File: src/rtl/rmw_shx_pkg.sv
package rmw_shx_pkg;

   localparam int OPC_W = 8;

   localparam logic [OPC_W-1:0] OPC_ZP   = 8'h47;
   localparam logic [OPC_W-1:0] OPC_ZPX  = 8'h57;
   localparam logic [OPC_W-1:0] OPC_ABS  = 8'h4F;
   localparam logic [OPC_W-1:0] OPC_ABSX = 8'h5F;
   localparam logic [OPC_W-1:0] OPC_ABSY = 8'h5B;
   localparam logic [OPC_W-1:0] OPC_IZX  = 8'h43;
   localparam logic [OPC_W-1:0] OPC_IZY  = 8'h53;

   typedef enum logic [2:0] {
      AM_ZP, AM_ZPX, AM_ABS, AM_ABSX, AM_ABSY, AM_IZX, AM_IZY
   } amode_t;

   typedef enum logic [3:0] {
      ST_IDLE, ST_OPR1, ST_OPR2, ST_ZDUM, ST_PLO, ST_PHI,
      ST_FIX, ST_READ, ST_WOLD, ST_WNEW
   } step_t;

endpackage

File: src/rtl/rmw_shx_decode.sv
module rmw_shx_decode
   import rmw_shx_pkg::*;
(
   input  logic [OPC_W-1:0] opcode,
   output amode_t           mode,
   output logic             legal
);

   always_comb begin
      legal = 1'b1;
      mode  = AM_ZP;
      case (opcode)
         OPC_ZP:   mode = AM_ZP;
         OPC_ZPX:  mode = AM_ZPX;
         OPC_ABS:  mode = AM_ABS;
         OPC_ABSX: mode = AM_ABSX;
         OPC_ABSY: mode = AM_ABSY;
         OPC_IZX:  mode = AM_IZX;
         OPC_IZY:  mode = AM_IZY;
         default:  legal = 1'b0;
      endcase
   end

endmodule

File: src/rtl/rmw_shx_alu.sv
module rmw_shx_alu #(
   parameter int DATA_W = 8
) (
   input  logic [DATA_W-1:0] old_val,
   input  logic [DATA_W-1:0] acc,
   output logic [DATA_W-1:0] shifted,
   output logic [DATA_W-1:0] acc_new,
   output logic              cflag,
   output logic              nflag,
   output logic              zflag
);

   generate
      if (DATA_W < 2) begin : g_bad_width
         $error("rmw_shx_alu: DATA_W must be at least 2");
      end
   endgenerate

   always_comb begin
      shifted = {1'b0, old_val[DATA_W-1:1]};
      acc_new = acc ^ shifted;
      cflag   = old_val[0];
      nflag   = acc_new[DATA_W-1];
      zflag   = (acc_new == '0);
   end

endmodule

File: src/rtl/rmw_shx_seq.sv
module rmw_shx_seq
   import rmw_shx_pkg::*;
#(
   parameter int DATA_W = 8,
   localparam int ADDR_W = 2 * DATA_W
) (
   input  logic              clk,
   input  logic              rst_n,
   input  logic              start,
   input  amode_t            mode_in,
   input  logic              legal,
   input  logic [ADDR_W-1:0] pc,
   input  logic [DATA_W-1:0] a_in,
   input  logic [DATA_W-1:0] x_in,
   input  logic [DATA_W-1:0] y_in,
   output logic [ADDR_W-1:0] bus_addr,
   output logic              bus_we,
   output logic [DATA_W-1:0] bus_wdata,
   input  logic [DATA_W-1:0] bus_rdata,
   output logic [DATA_W-1:0] cur_old,
   output logic [DATA_W-1:0] cur_acc,
   input  logic [DATA_W-1:0] alu_shifted,
   input  logic [DATA_W-1:0] alu_acc,
   input  logic              alu_c,
   input  logic              alu_n,
   input  logic              alu_z,
   output logic              done,
   output logic [DATA_W-1:0] a_out,
   output logic              c_out,
   output logic              n_out,
   output logic              z_out,
   output logic              bad_op
);

   localparam logic [DATA_W-1:0] PAGE0 = '0;

   step_t             step_q;
   amode_t            mode_q;
   logic [DATA_W-1:0] ptr_q, data_q, a_q, x_q, y_q;
   logic [ADDR_W-1:0] ea_q, pc_q;
   logic [DATA_W-1:0] idx, fix_lo;

   assign idx     = (mode_q == AM_ABSY || mode_q == AM_IZY) ? y_q : x_q;
   assign fix_lo  = ea_q[DATA_W-1:0] + idx;
   assign cur_old = data_q;
   assign cur_acc = a_q;

   // bus drive for the current step
   always_comb begin
      bus_we    = 1'b0;
      bus_wdata = data_q;
      bus_addr  = ea_q;
      case (step_q)
         ST_IDLE:                bus_addr = pc;
         ST_OPR1:                bus_addr = pc_q + ADDR_W'(1);
         ST_OPR2:                bus_addr = pc_q + ADDR_W'(2);
         ST_ZDUM, ST_PLO, ST_PHI: bus_addr = {PAGE0, ptr_q};
         ST_FIX:                 bus_addr = {ea_q[ADDR_W-1:DATA_W], fix_lo};
         ST_WOLD:                bus_we = 1'b1;
         ST_WNEW: begin
            bus_we    = 1'b1;
            bus_wdata = alu_shifted;
         end
         default: ;
      endcase
   end

   always_ff @(posedge clk) begin
      if (!rst_n) begin
         step_q <= ST_IDLE;
         mode_q <= AM_ZP;
         ptr_q  <= '0;
         data_q <= '0;
         a_q    <= '0;
         x_q    <= '0;
         y_q    <= '0;
         ea_q   <= '0;
         pc_q   <= '0;
         done   <= 1'b0;
         bad_op <= 1'b0;
         a_out  <= '0;
         c_out  <= 1'b0;
         n_out  <= 1'b0;
         z_out  <= 1'b0;
      end else begin
         done   <= 1'b0;
         bad_op <= 1'b0;
         case (step_q)
            ST_IDLE: if (start) begin
               if (legal) begin
                  mode_q <= mode_in;
                  pc_q   <= pc;
                  a_q    <= a_in;
                  x_q    <= x_in;
                  y_q    <= y_in;
                  step_q <= ST_OPR1;
               end else begin
                  bad_op <= 1'b1;
               end
            end
            ST_OPR1: begin
               ptr_q <= bus_rdata;
               ea_q  <= {PAGE0, bus_rdata};
               case (mode_q)
                  AM_ZP:          step_q <= ST_READ;
                  AM_ZPX, AM_IZX: step_q <= ST_ZDUM;
                  AM_IZY:         step_q <= ST_PLO;
                  default:        step_q <= ST_OPR2;
               endcase
            end
            ST_OPR2: begin
               ea_q[ADDR_W-1:DATA_W] <= bus_rdata;
               step_q <= (mode_q == AM_ABS) ? ST_READ : ST_FIX;
            end
            ST_ZDUM: begin
               ptr_q  <= ptr_q + x_q;
               ea_q   <= {PAGE0, DATA_W'(ptr_q + x_q)};
               step_q <= (mode_q == AM_ZPX) ? ST_READ : ST_PLO;
            end
            ST_PLO: begin
               ea_q[DATA_W-1:0] <= bus_rdata;
               ptr_q  <= ptr_q + DATA_W'(1);
               step_q <= ST_PHI;
            end
            ST_PHI: begin
               ea_q[ADDR_W-1:DATA_W] <= bus_rdata;
               step_q <= (mode_q == AM_IZX) ? ST_READ : ST_FIX;
            end
            ST_FIX: begin
               ea_q   <= ea_q + {PAGE0, idx};
               step_q <= ST_READ;
            end
            ST_READ: begin
               data_q <= bus_rdata;
               step_q <= ST_WOLD;
            end
            ST_WOLD: step_q <= ST_WNEW;
            ST_WNEW: begin
               a_out  <= alu_acc;
               c_out  <= alu_c;
               n_out  <= alu_n;
               z_out  <= alu_z;
               done   <= 1'b1;
               step_q <= ST_IDLE;
            end
            default: step_q <= ST_IDLE;
         endcase
      end
   end

   p_wold_echo_r6: assert property (@(posedge clk) disable iff (!rst_n)
      (step_q == ST_WOLD) |-> (bus_we && bus_wdata == $past(bus_rdata)
                               && bus_addr == $past(bus_addr)));

   p_wnew_shift_r7: assert property (@(posedge clk) disable iff (!rst_n)
      (step_q == ST_WNEW) |-> (bus_we && bus_addr == $past(bus_addr)
                               && bus_wdata == ($past(bus_wdata) >> 1)));

   p_acc_carry_r8: assert property (@(posedge clk) disable iff (!rst_n)
      done |-> (a_out == ($past(a_q) ^ $past(bus_wdata))
                && c_out == $past(data_q[0])));

   p_flags_r9: assert property (@(posedge clk) disable iff (!rst_n)
      done |-> (n_out == a_out[DATA_W-1] && z_out == (a_out == '0)));

   p_done_pulse_r2: assert property (@(posedge clk) disable iff (!rst_n)
      done |=> !done);

   p_bad_pulse_r1: assert property (@(posedge clk) disable iff (!rst_n)
      bad_op |-> ($past(start) && step_q == ST_IDLE && !bus_we && !done));

   p_page_zero_r4: assert property (@(posedge clk) disable iff (!rst_n)
      (step_q == ST_ZDUM || step_q == ST_PLO || step_q == ST_PHI)
      |-> (bus_addr[ADDR_W-1:DATA_W] == '0));

   p_idle_quiet_r11: assert property (@(posedge clk) disable iff (!rst_n)
      (step_q == ST_IDLE) |-> !bus_we);

endmodule

File: src/rtl/rmw_shx_unit.sv
module rmw_shx_unit
   import rmw_shx_pkg::*;
#(
   parameter int DATA_W = 8,
   localparam int ADDR_W = 2 * DATA_W
) (
   input  logic              clk,
   input  logic              rst_n,
   input  logic              start,
   input  logic [OPC_W-1:0]  opcode,
   input  logic [ADDR_W-1:0] pc,
   input  logic [DATA_W-1:0] a_in,
   input  logic [DATA_W-1:0] x_in,
   input  logic [DATA_W-1:0] y_in,
   output logic [ADDR_W-1:0] bus_addr,
   output logic              bus_we,
   output logic [DATA_W-1:0] bus_wdata,
   input  logic [DATA_W-1:0] bus_rdata,
   output logic              done,
   output logic [DATA_W-1:0] a_out,
   output logic              c_out,
   output logic              n_out,
   output logic              z_out,
   output logic              bad_op
);

   generate
      if (DATA_W < 2) begin : g_width_check
         $error("rmw_shx_unit: DATA_W must be at least 2");
      end
   endgenerate

   amode_t            mode;
   logic              legal;
   logic [DATA_W-1:0] cur_old, cur_acc, alu_shifted, alu_acc;
   logic              alu_c, alu_n, alu_z;

   rmw_shx_decode u_decode (
      .opcode (opcode),
      .mode   (mode),
      .legal  (legal)
   );

   rmw_shx_alu #(.DATA_W(DATA_W)) u_alu (
      .old_val (cur_old),
      .acc     (cur_acc),
      .shifted (alu_shifted),
      .acc_new (alu_acc),
      .cflag   (alu_c),
      .nflag   (alu_n),
      .zflag   (alu_z)
   );

   rmw_shx_seq #(.DATA_W(DATA_W)) u_seq (
      .clk         (clk),
      .rst_n       (rst_n),
      .start       (start),
      .mode_in     (mode),
      .legal       (legal),
      .pc          (pc),
      .a_in        (a_in),
      .x_in        (x_in),
      .y_in        (y_in),
      .bus_addr    (bus_addr),
      .bus_we      (bus_we),
      .bus_wdata   (bus_wdata),
      .bus_rdata   (bus_rdata),
      .cur_old     (cur_old),
      .cur_acc     (cur_acc),
      .alu_shifted (alu_shifted),
      .alu_acc     (alu_acc),
      .alu_c       (alu_c),
      .alu_n       (alu_n),
      .alu_z       (alu_z),
      .done        (done),
      .a_out       (a_out),
      .c_out       (c_out),
      .n_out       (n_out),
      .z_out       (z_out),
      .bad_op      (bad_op)
   );

endmodule

File: config.mk
export PLATFORM = sky130hd
export DESIGN_NAME = rmw_shx_unit
export DESIGN_NICKNAME = d
export VERILOG_FILES = /design/src/rtl/rmw_shx_pkg.sv /design/src/rtl/rmw_shx_decode.sv /design/src/rtl/rmw_shx_alu.sv /design/src/rtl/rmw_shx_seq.sv /design/src/rtl/rmw_shx_unit.sv
export SDC_FILE = /design/constraint.sdc
export NUM_CORES = 1
export LEC_CHECK = 0
export CAP_MARGIN = 20
export CORE_ASPECT_RATIO = 1.4
export CORE_MARGIN = 8
export CORE_UTILIZATION = 56
export DETAILED_ROUTE_END_ITERATION = 10
export DONT_BUFFER_PORTS = 1
export PLACE_DENSITY_LB_ADDON = 0.12
export REMOVE_ABC_BUFFERS = 1
export SYNTH_ARGS = -nofsm -noshare
export SYNTH_HDL_FRONTEND = slang
export SYNTH_HIERARCHICAL = 1
export SYNTH_SLANG_ARGS = --single-unit
File: constraint.sdc
create_clock -name clk -period 5.7 [get_ports clk]
set_input_delay 0.57 -clock clk [delete_from_list [all_inputs] [get_ports clk]]
set_output_delay 0.57 -clock clk [all_outputs]
set_load 0.005 [all_outputs]
==> metrics list, run 1 <==
- Synthesis inferred 92 register bits.
- The clock net in this run drives a total of slightly above 90 sinks.
- Total of endpoints with negative setup slack in the final report: 0
- In this run the horizontal extent of the chip is 105 um.
- CTS-repair resized insts: 0
- Clock skew on the completed layout was measured at roughly 0.007 ns.
* Slowest stage delay, CP: just over 0.4 ns
* Least-Margin Pin Slew: approximately 1.1 ns
- Counting flops with a built-in enable in the synthesized netlist gives 0.
* Post-place setup slack: roughly 2.4 ns
- Counting the buffers created by CTS gives 9.
- STA classifies the critical path startpoint as a flip-flop.
* Shortest clock period the worst path allows after layout: between 3 and 4 ns
* Chip height: roughly 140 um
* Gate power share: under 10%
- Routability-driven placement finished with a final weighted congestion of approximately 0.96.
- Post-detailed-route DRC marker count: 0
* Sequential group share of total power: 48.2%
* Async set-or-reset flop fraction in the synthesized netlist: 0%
- The analysis attributes to cell leakage a power of between 2 and 2.5 nW.
- The die covers ~15000 um^2.
- Hold buffer count at CTS: 0
- CTS clk-pin slew, worst paths: approximately 0.070 ns
* Pwr per Cell Area: ~210 nW/um^2
* Crit path required time: 5.13 ns
* Clock tree from TritonCTS: yes
- Global-route wire length before repair: about 31000 um
* Clock latency on the worst-skew pair: approximately 0.35 ns
- WL/cell: 21.7 um
- Sort of element at the end of the critical path: output port
- Count of buffers added by post-CTS timing repair for setup: 0
- For this block, the initial DRC count from the detailed router was 550.
* Fin cells: roughly 930
- Starting utilization of the core area: 57.7%
- Row generation in the floorplan step produced 45 rows.
- Overflow after GRT: 0
- Number of distinct library cells after synthesis: between 80 and 90
- The first detailed-routing pass ran for 5 iterations.
- Count of H-tree levels built during CTS: 3
- Based on the critical path, the design can be clocked at up to 273 MHz.
- Hold/Removal Path Class: in -> reg
* Worst slew margin: ~30%
* Average instance area after synthesis: around 7.5 um^2
* Filler cell count: between 1000 and 1500
* Post-detailed-route via-to-cell ratio: approximately 6.7
- For this block, the via count after detailed routing is roughly 6200.
- Max-cap violations in this run came to 0.
* Number of cells produced by synthesis: 831
* Final #Nets: 864
- Hold Vio Cnt, Final: 0
- Number of antenna violations at the first check in global routing: 0
- Post-route ant nets: 0
- Slowest stage cell, crit path: dfxtp_1
* Synth Cell Area: 6270 um^2
- Cell taking the most area after synthesis: dfxtp_1
* Proportion of synthesized chip area in sequential cells: between 20% and 30%
- Cell internal pwr: about 1.0 mW
* Outcome: completed
* Via count of the first global-routing pass: 5764
- After layout, the worst setup slack is between 2 and 2.5 ns.
* RSZ-0062 raised after global routing: no
- The share of total power dissipated in the clock network is 47.6%.
- Area Overhead vs Synth: 3.09%
- Number of ports placed on the die boundary: 97
- By count the netlist is led by nand2_1, a21oi_1, dfxtp_1, nor2_1, o21ai_0.
- The worst path uses 64.2% of the clock period.
- The post-route netlist has under 10% of its cells at a drive strength greater than 1.
- Design area: about 6500 um^2
* Power, Total: between 1 and 1.5 mW
* Core outline area: 10900 um^2
- CTS root buf: clkbuf_16
- Final HPWL from detailed placement: ~15000 um
* Critical path class: reg -> out
- Critical Path Fanout Max: 8
- In this run switching power makes up roughly 25% of total power.
- Maximum number of pins on one net before global-route repair: 50
- Proportion of netlist area held by the largest area contributor: ~29%
* Post-Route WL: 20100 um
- The number of placed instances, taps included, is 913.
- By instance count, the leading cell after synthesis is nand2_1.
- The clock passes through at most 2 buffers.
- Main area contributors after synthesis: dfxtp_1, nand2_1, a21oi_1, ha_1, o21ai_0
* Number of buffer cells added on primary ports: 0
- Net switching power: about 330 uW
- The signal on the critical path passes through nand2b_1 > mux2_2 > ha_1 > inv_1 > fa_1 > nor2b_1 > o21ba_2 > o31ai_1 > mux2i_1 > a31oi_1.
- For this run, the total global-route usage over all layers was measured as a little over a quarter.
- N_diodes: 0
- Largest voltage drop on the vdd net: 0.169 mV
- Endpoint arrival time on the critical path: approximately 3.1 ns
- Placed Instance Area: between 6000 and 7000 um^2
- For this run, the leading register cell type out of synthesis is dfxtp_1.
* Summed negative setup slack over all endpoints: 0 ns
- Max-slew violation count: 0
- During synthesis, Yosys emitted a total of 6 warnings.
[critical path: cells and delay by family (launching register included)]
| kind | cells | cell delay (ns) |
|---|---|---|
| flip-flops | 1 | 0.41 |
| adder cells (fa/ha/maj) | 2 | 0.41 |
| AO/OA/AOI/OAI | 3 | 0.65 |
| AND/OR/NAND/NOR | 2 | 0.47 |
| multiplexers | 2 | 0.72 |
| buffers and inverters | 1 | 0.07 |
[layout by cell type, fill, tap and decap left out, drive strengths merged, types with 9 or more instances in the layout]
cell,synthesis,routed
o21ai,36,36
a211oi,11,11
nor2,43,43
a21oi,101,101
clkbuf,28,9
xor2,10,10
nand2,188,188
a31oi,17,17
mux2,10,10
nor3,11,11
a22oi,18,18
nand3,21,21
inv,15,18
ha,20,20
dfxtp,92,92
[final timing paths]
path	from	end	slack, ns	cells after the start
max	u_seq/mode_q[0]	bus_addr[6]	2.04	10
min	a_in[6]	u_seq/cur_acc[6]	0.35	2
max reg2reg	u_seq/step_q[3]	u_seq/cur_acc[1]	2.60	6
min reg2reg	u_seq/y_q[3]	u_seq/y_q[3]	0.46	2
[through the flow]
stage / hold WS (ns) / util (%)
4_1_cts: 0.342 / 59.5
6_report: 0.345 / 59.5
2_1_floorplan: 0.434 / -
5_1_grt: 0.336 / 59.5
3_5_place_dp: 0.446 / 56.5
3_3_place_gp: 0.448 / 56.5
[state kept, by name, summed over array words and instances (netlist names), 3 cells and up]
register       flops
u_seq/a_out        8
u_seq/cur_acc      8
u_seq/cur_old      8
u_seq/ea_q        16
u_seq/mode_q       3
u_seq/pc_q        16
u_seq/ptr_q        8
u_seq/step_q       4
u_seq/x_q          8
u_seq/y_q          8
[power by group through the flow]
stage          sequential, mW  clock [mW]  combinational, mW
2_1_floorplan           0.665           0             0.0403
3_3_place_gp            0.667           0             0.0543
3_5_place_dp            0.667           0             0.0553
4_1_cts                 0.652       0.651             0.0559
5_1_grt                 0.652       0.682             0.0613
6_report                0.652       0.644             0.0558
[final cells by class]
type                            instances  area (um^2)  share of cell area, %
Timing Repair Buffer                    7         52.6                  0.813
Clock buffer                            9          225                   3.49
Tap cell                              141          176                   2.73
Inverter                               15         56.3                  0.871
Clock inverter                          7         93.8                   1.45
Multi-Input combinational cell        658         4020                   62.1
Sequential cell                        92         1840                   28.5
[metal layers]
metal | track usage (%) | wire length, um | vias to the layer above
met5 | 0 | 0 | -
met4 | 11.9 | 804 | 0
met3 | 5.89 | 1570 | 55
met2 | 44.5 | 9990 | 314
met1 | 30.8 | 7760 | 2914
li1 | - | - | 2923
[cell families after synthesis]
family	Yosys count	synth area share, %
AO/OA/AOI/OAI	260	27.5
XOR/XNOR	18	2.52
adder cells (fa/ha/maj)	22	4.63
buffers and inverters	81	6.55
flip-flops	92	29.4
multiplexers	15	2.60
other	1	0.0598
AND/OR/NAND/NOR	342	26.8
Note: power is estimated with default switching activity, not from simulation.
==> inputs of run 2 (changes only) <==
--- a/config.mk
+++ b/config.mk
@@ -5,6 +5,7 @@
 export SDC_FILE = /design/constraint.sdc
 export NUM_CORES = 1
 export LEC_CHECK = 0
+export ABC_AREA = 1
 export CAP_MARGIN = 20
 export CORE_ASPECT_RATIO = 1.4
 export CORE_MARGIN = 8
==> constraint.sdc (replaced) <==
create_clock -name clk -period 3 [get_ports clk]
set_input_delay 0.3 -clock clk [delete_from_list [all_inputs] [get_ports clk]]
set_output_delay 0.3 -clock clk [all_outputs]
set_load 0.005 [all_outputs]
==> metrics list, run 2 <==
- WL/cell: 16.7 um (-23%)
- Cell-by-cell listing of the critical path: inv_2 > nor2_4 > nand2_1 > o21ai_1 > ha_2 > inv_1 > fa_2 > inv_2 > nand3_1 > nand3_2 > nand2_1 > nand3b_1 > nand3_1 > a21oi_1 > buf_4
- By instance count, the leading cell after synthesis is nand2_1.
- Pwr per Cell Area: 628 nW/um^2 (+200%)
* Critical path class: reg -> out
- The total of warnings raised by yosys came to 6 (unchanged).
- Number of buffer cells added on primary ports: 0 (unchanged)
- N_diodes: 0 (unchanged)
* Post-detailed-route DRC marker count: 0 (unchanged)
* Startpoint type of the worst setup path: flip-flop
- The number of cells traversed by the worst hold path was 2 (unchanged).
* Crit path required time: 2.70 ns (-2.43 ns)
- Period utilisation layout: between 90% and 100%
* Slowest stage delay, CP: 0.36 ns (-0.05 ns)
- In this run the clock root is driven by a clkbuf_16.
* Site row count: 46 (+2.2%)
- The clock-pin transition on the worst setup and hold timing paths is 0.06 ns (about the same).
* Proportion of netlist area held by the largest area contributor: 29.2% (-0.23 points)
- The via count of the routed design was 6665 (+7.4%).
* Multi-input combinational cell area: 3810 um^2 (-5.1%)
- Chip height: 142 um (+0.35%)
- The synthesis-stage register bit count came to 92 (unchanged).
* Proportion of synthesized chip area in sequential cells: 29.2% (-0.23 points)
- Placer Congestion: 0.988 (+3.2%)
* Total track usage: 26.0% (-0.30 points)
- The worst setup path is captured at an output port.
- The core region area is 11200 um^2 (+2.8%).
- Number of CTS-inserted buffers: 9 (unchanged)
* Shortest clock period the worst path allows after layout: 2.89 ns
- The worst register-to-register path ends at u_seq/ea_q[6].
* Area Overhead vs Synth: 6.81%
* Post-detailed-route via-to-cell ratio: 5.67 (-15%)
- The HPWL after detailed placement was 14900 um (+0.20%).
- The detailed router's first-iteration violation count came to 436 (-21%).
- Main area contributors after synthesis: dfxtp_1, nand2_1, nor2_1, o21ai_0, inv_1
- The total power is 4.24 mW (+210%).
* Met2 wire length: 9690 um (-2.9%)
- Clk_skew: 0.00652 ns (-0.000547 ns)
- Worst slew margin: 36.6% (+6.9 points)
- The final number of hold-violating endpoints is 0 (unchanged).
* Top sig layer: met4
* Synth Cell Area: 6320 um^2 (+0.80%)
* Most instantiated cells after synthesis: nand2_1, nor2_1, inv_1, o21ai_0, dfxtp_1
- The number of buffers on the longest clock path came to 2 (unchanged).
- Cell taking the most area after synthesis: dfxtp_1
- Final #Nets: 1109 (+28%)
- Worst-case hold path end point: u_seq/bad_op
- Reg-to-Reg Start: u_seq/mode_q[2]
* Reg2reg setup slack: 0.67 ns (-1.93 ns)
- Number of antenna violations at the first check in global routing: 0 (unchanged)
* Number of enable flip-flop cells after synthesis: 0 (unchanged)
- F_max: roughly 350 MHz
- Number of cells produced by synthesis: 1042 (+25%)
- Number of distinct library cells after synthesis: 41 (-51%)
* Largest voltage drop on the vdd net: 0.384 mV (+130%)
- Register-to-Register Path Depth: 17 (+11)
- First-pass iteration count of the detailed router: 5 (unchanged)
- The die width is 106 um (+0.34%).
- Starting utilization of the core area: 56.6% (-1.1 points)
* Number of sinks driven by the clock tree: 92 (unchanged)
- The quantity of hold-fixing buffers added after cts is 0 (unchanged).
- Register Area: 1840 um^2 (unchanged)
- The data arrival time of the critical path came to 2.59 ns (-0.50 ns).
- Most frequent cells in the layout: nand2_1, nor2_1, inv_1, o21ai_0, dfxtp_1
- The number of primary I/O pins came to 97 (unchanged).
- Maximum number of pins on one net before global-route repair: 66 (+32%)
- Total Die Area: 15000 um^2 (+0.69%)
- The run finished with clean final reports.
- The routed metal-1 wire length was 7720 um (-0.59%).
- The total setup violations reported at the end of the flow came to 0 (unchanged).
* Layout cell share with drive strength beyond 1: 6.88% (-1.1 points)
* Max-cap viol count: 0 (unchanged)
- Leaving out fill and tap cells, the most frequent cell in the layout is nand2_1.
- Average instance area after synthesis: 6.06 um^2 (-20%)
- Overflow after GRT: 0 (unchanged)
- The count of final max-slew check failures was 0 (unchanged).
- Wire length on met3: 1450 um (-7.7%)
* Async set-or-reset flop fraction in the synthesized netlist: 0% (unchanged)
- Filler cell count: 1132 (+7.0%)
- Post-Route WL: 19700 um (-2.2%)
* LEAKAGE: 3.14 nW (+33%)
* Cell count after placement: 1156 (+27%)
- The non-filler instance count after layout came to 1176 (+27%).
* Count of H-tree levels built during CTS: 3 (unchanged)
- TritonCTS built the clock tree.
- Via count of the first global-routing pass: 6265 (+8.7%)
- The most used flip-flop cell after synthesis is dfxtp_1.
* Top Registers: u_seq/ea_q (16), u_seq/pc_q (16)
- Slowest stage cell, crit path: fa_2
- Least-Margin Pin Slew: 0.950 ns (-0.103 ns)
- The first-pass GRT wire length came to 31200 um (-0.57%).
* Hold/Removal Path Class: in -> reg
- The top fanout value on the critical path came to 6 (-2).
- Post-route ant nets: 0 (unchanged)
- The source-to-sink clock delay at the later pin of the worst-skew pair is 0.35 ns (about the same).
- Hold wc startpoint: start
## run 2: cell types whose count changed after synthesis, moves of 10 or more
cell and delta:
nand2_1 +71, nor2_1 +121, a21oi_1 -40, o21ai_0 +64, buf_2 -11, mux2_2 -10, a22oi_1 -15, inv_1 +106
nand3_1 +54, nand4_1 +11
## run 2: logic make-up after synthesis
group | after synthesis | synth area share [%]
buf+inv | 168 | 11.0
simple gates | 549 | 36.3
fa+ha+maj | 22 | 4.59
flops | 92 | 29.2
compound gates | 203 | 17.8
other cells | 1 | 0.0594
xor+xnor | 7 | 0.971
## run 2: per-stage QoR
step | util, % | hold WS [ns] | setup WS, ns | area, um^2 | setup TNS (ns)
finish | 60.4 | 0.0799 | 0.106 | 6750 | 0
global route | 60.4 | 0.0716 | -0.00517 | 6750 | -0.00517
CTS | 59.7 | 0.0605 | 0.00915 | 6670 | 0
detailed placement | 57.0 | 0.432 | 0.109 | 6370 | 0
global placement | 57.0 | 0.432 | 0.196 | 6370 | 0
floorplan | - | 0.424 | 0.251 | 6090 | 0
## run 2: repair_timing
item,4_1_cts,5_1_grt
buffers inserted,0,4
endpoints found under the hold margin,0,0
endpoints found under the setup margin,4,4
pin swaps,0,6
gates resized for setup,3,12
## run 2: layout make-up
type / instances / share of cell area, %
Clock buffer: 13 / 4.15
Clock inverter: 2 / 0.260
Inverter: 126 / 7.01
Multi-Input combinational cell: 782 / 56.5
Sequential cell: 92 / 27.3
Tap cell: 144 / 2.67
Timing Repair Buffer: 17 / 2.13
## run 2: worst max-delay path: cells and delay by family, from the launching register on
family / cells / cell delay, ns
adders and majority gates: 2 / 0.56
and+or+nand+nor: 7 / 0.76
AOI/OAI and AO/OA: 2 / 0.26
DFF: 1 / 0.34
buffers and inverters: 4 / 0.31
## run 2: how the worst max path moves through the flow
stage,start,to,slack (ns),cells after the start
floorplan,opcode[7],u_seq/mode_q[0],0.25,12
global placement,u_seq/mode_q[2],bus_addr[4],0.20,14
detailed placement,u_seq/mode_q[2],bus_addr[4],0.11,14
CTS,u_seq/mode_q[2],bus_addr[4],0.009,15
global route,u_seq/mode_q[2],bus_addr[6],-0.005,15
finish,u_seq/mode_q[2],bus_addr[6],0.11,15
## run 2: metal layers
layer	vias up	GRT usage, %
li1	3353	-
met1	3028	28.6
met2	233	44.5
met3	51	6.58
met4	0	14.4
met5	-	0
## run 2: where the power goes
group,switching [mW],internal [mW],total (mW)
Sequential,0.205,1.37,1.58
Clock,0.473,0.651,1.12
Combinational,1.04,0.503,1.54
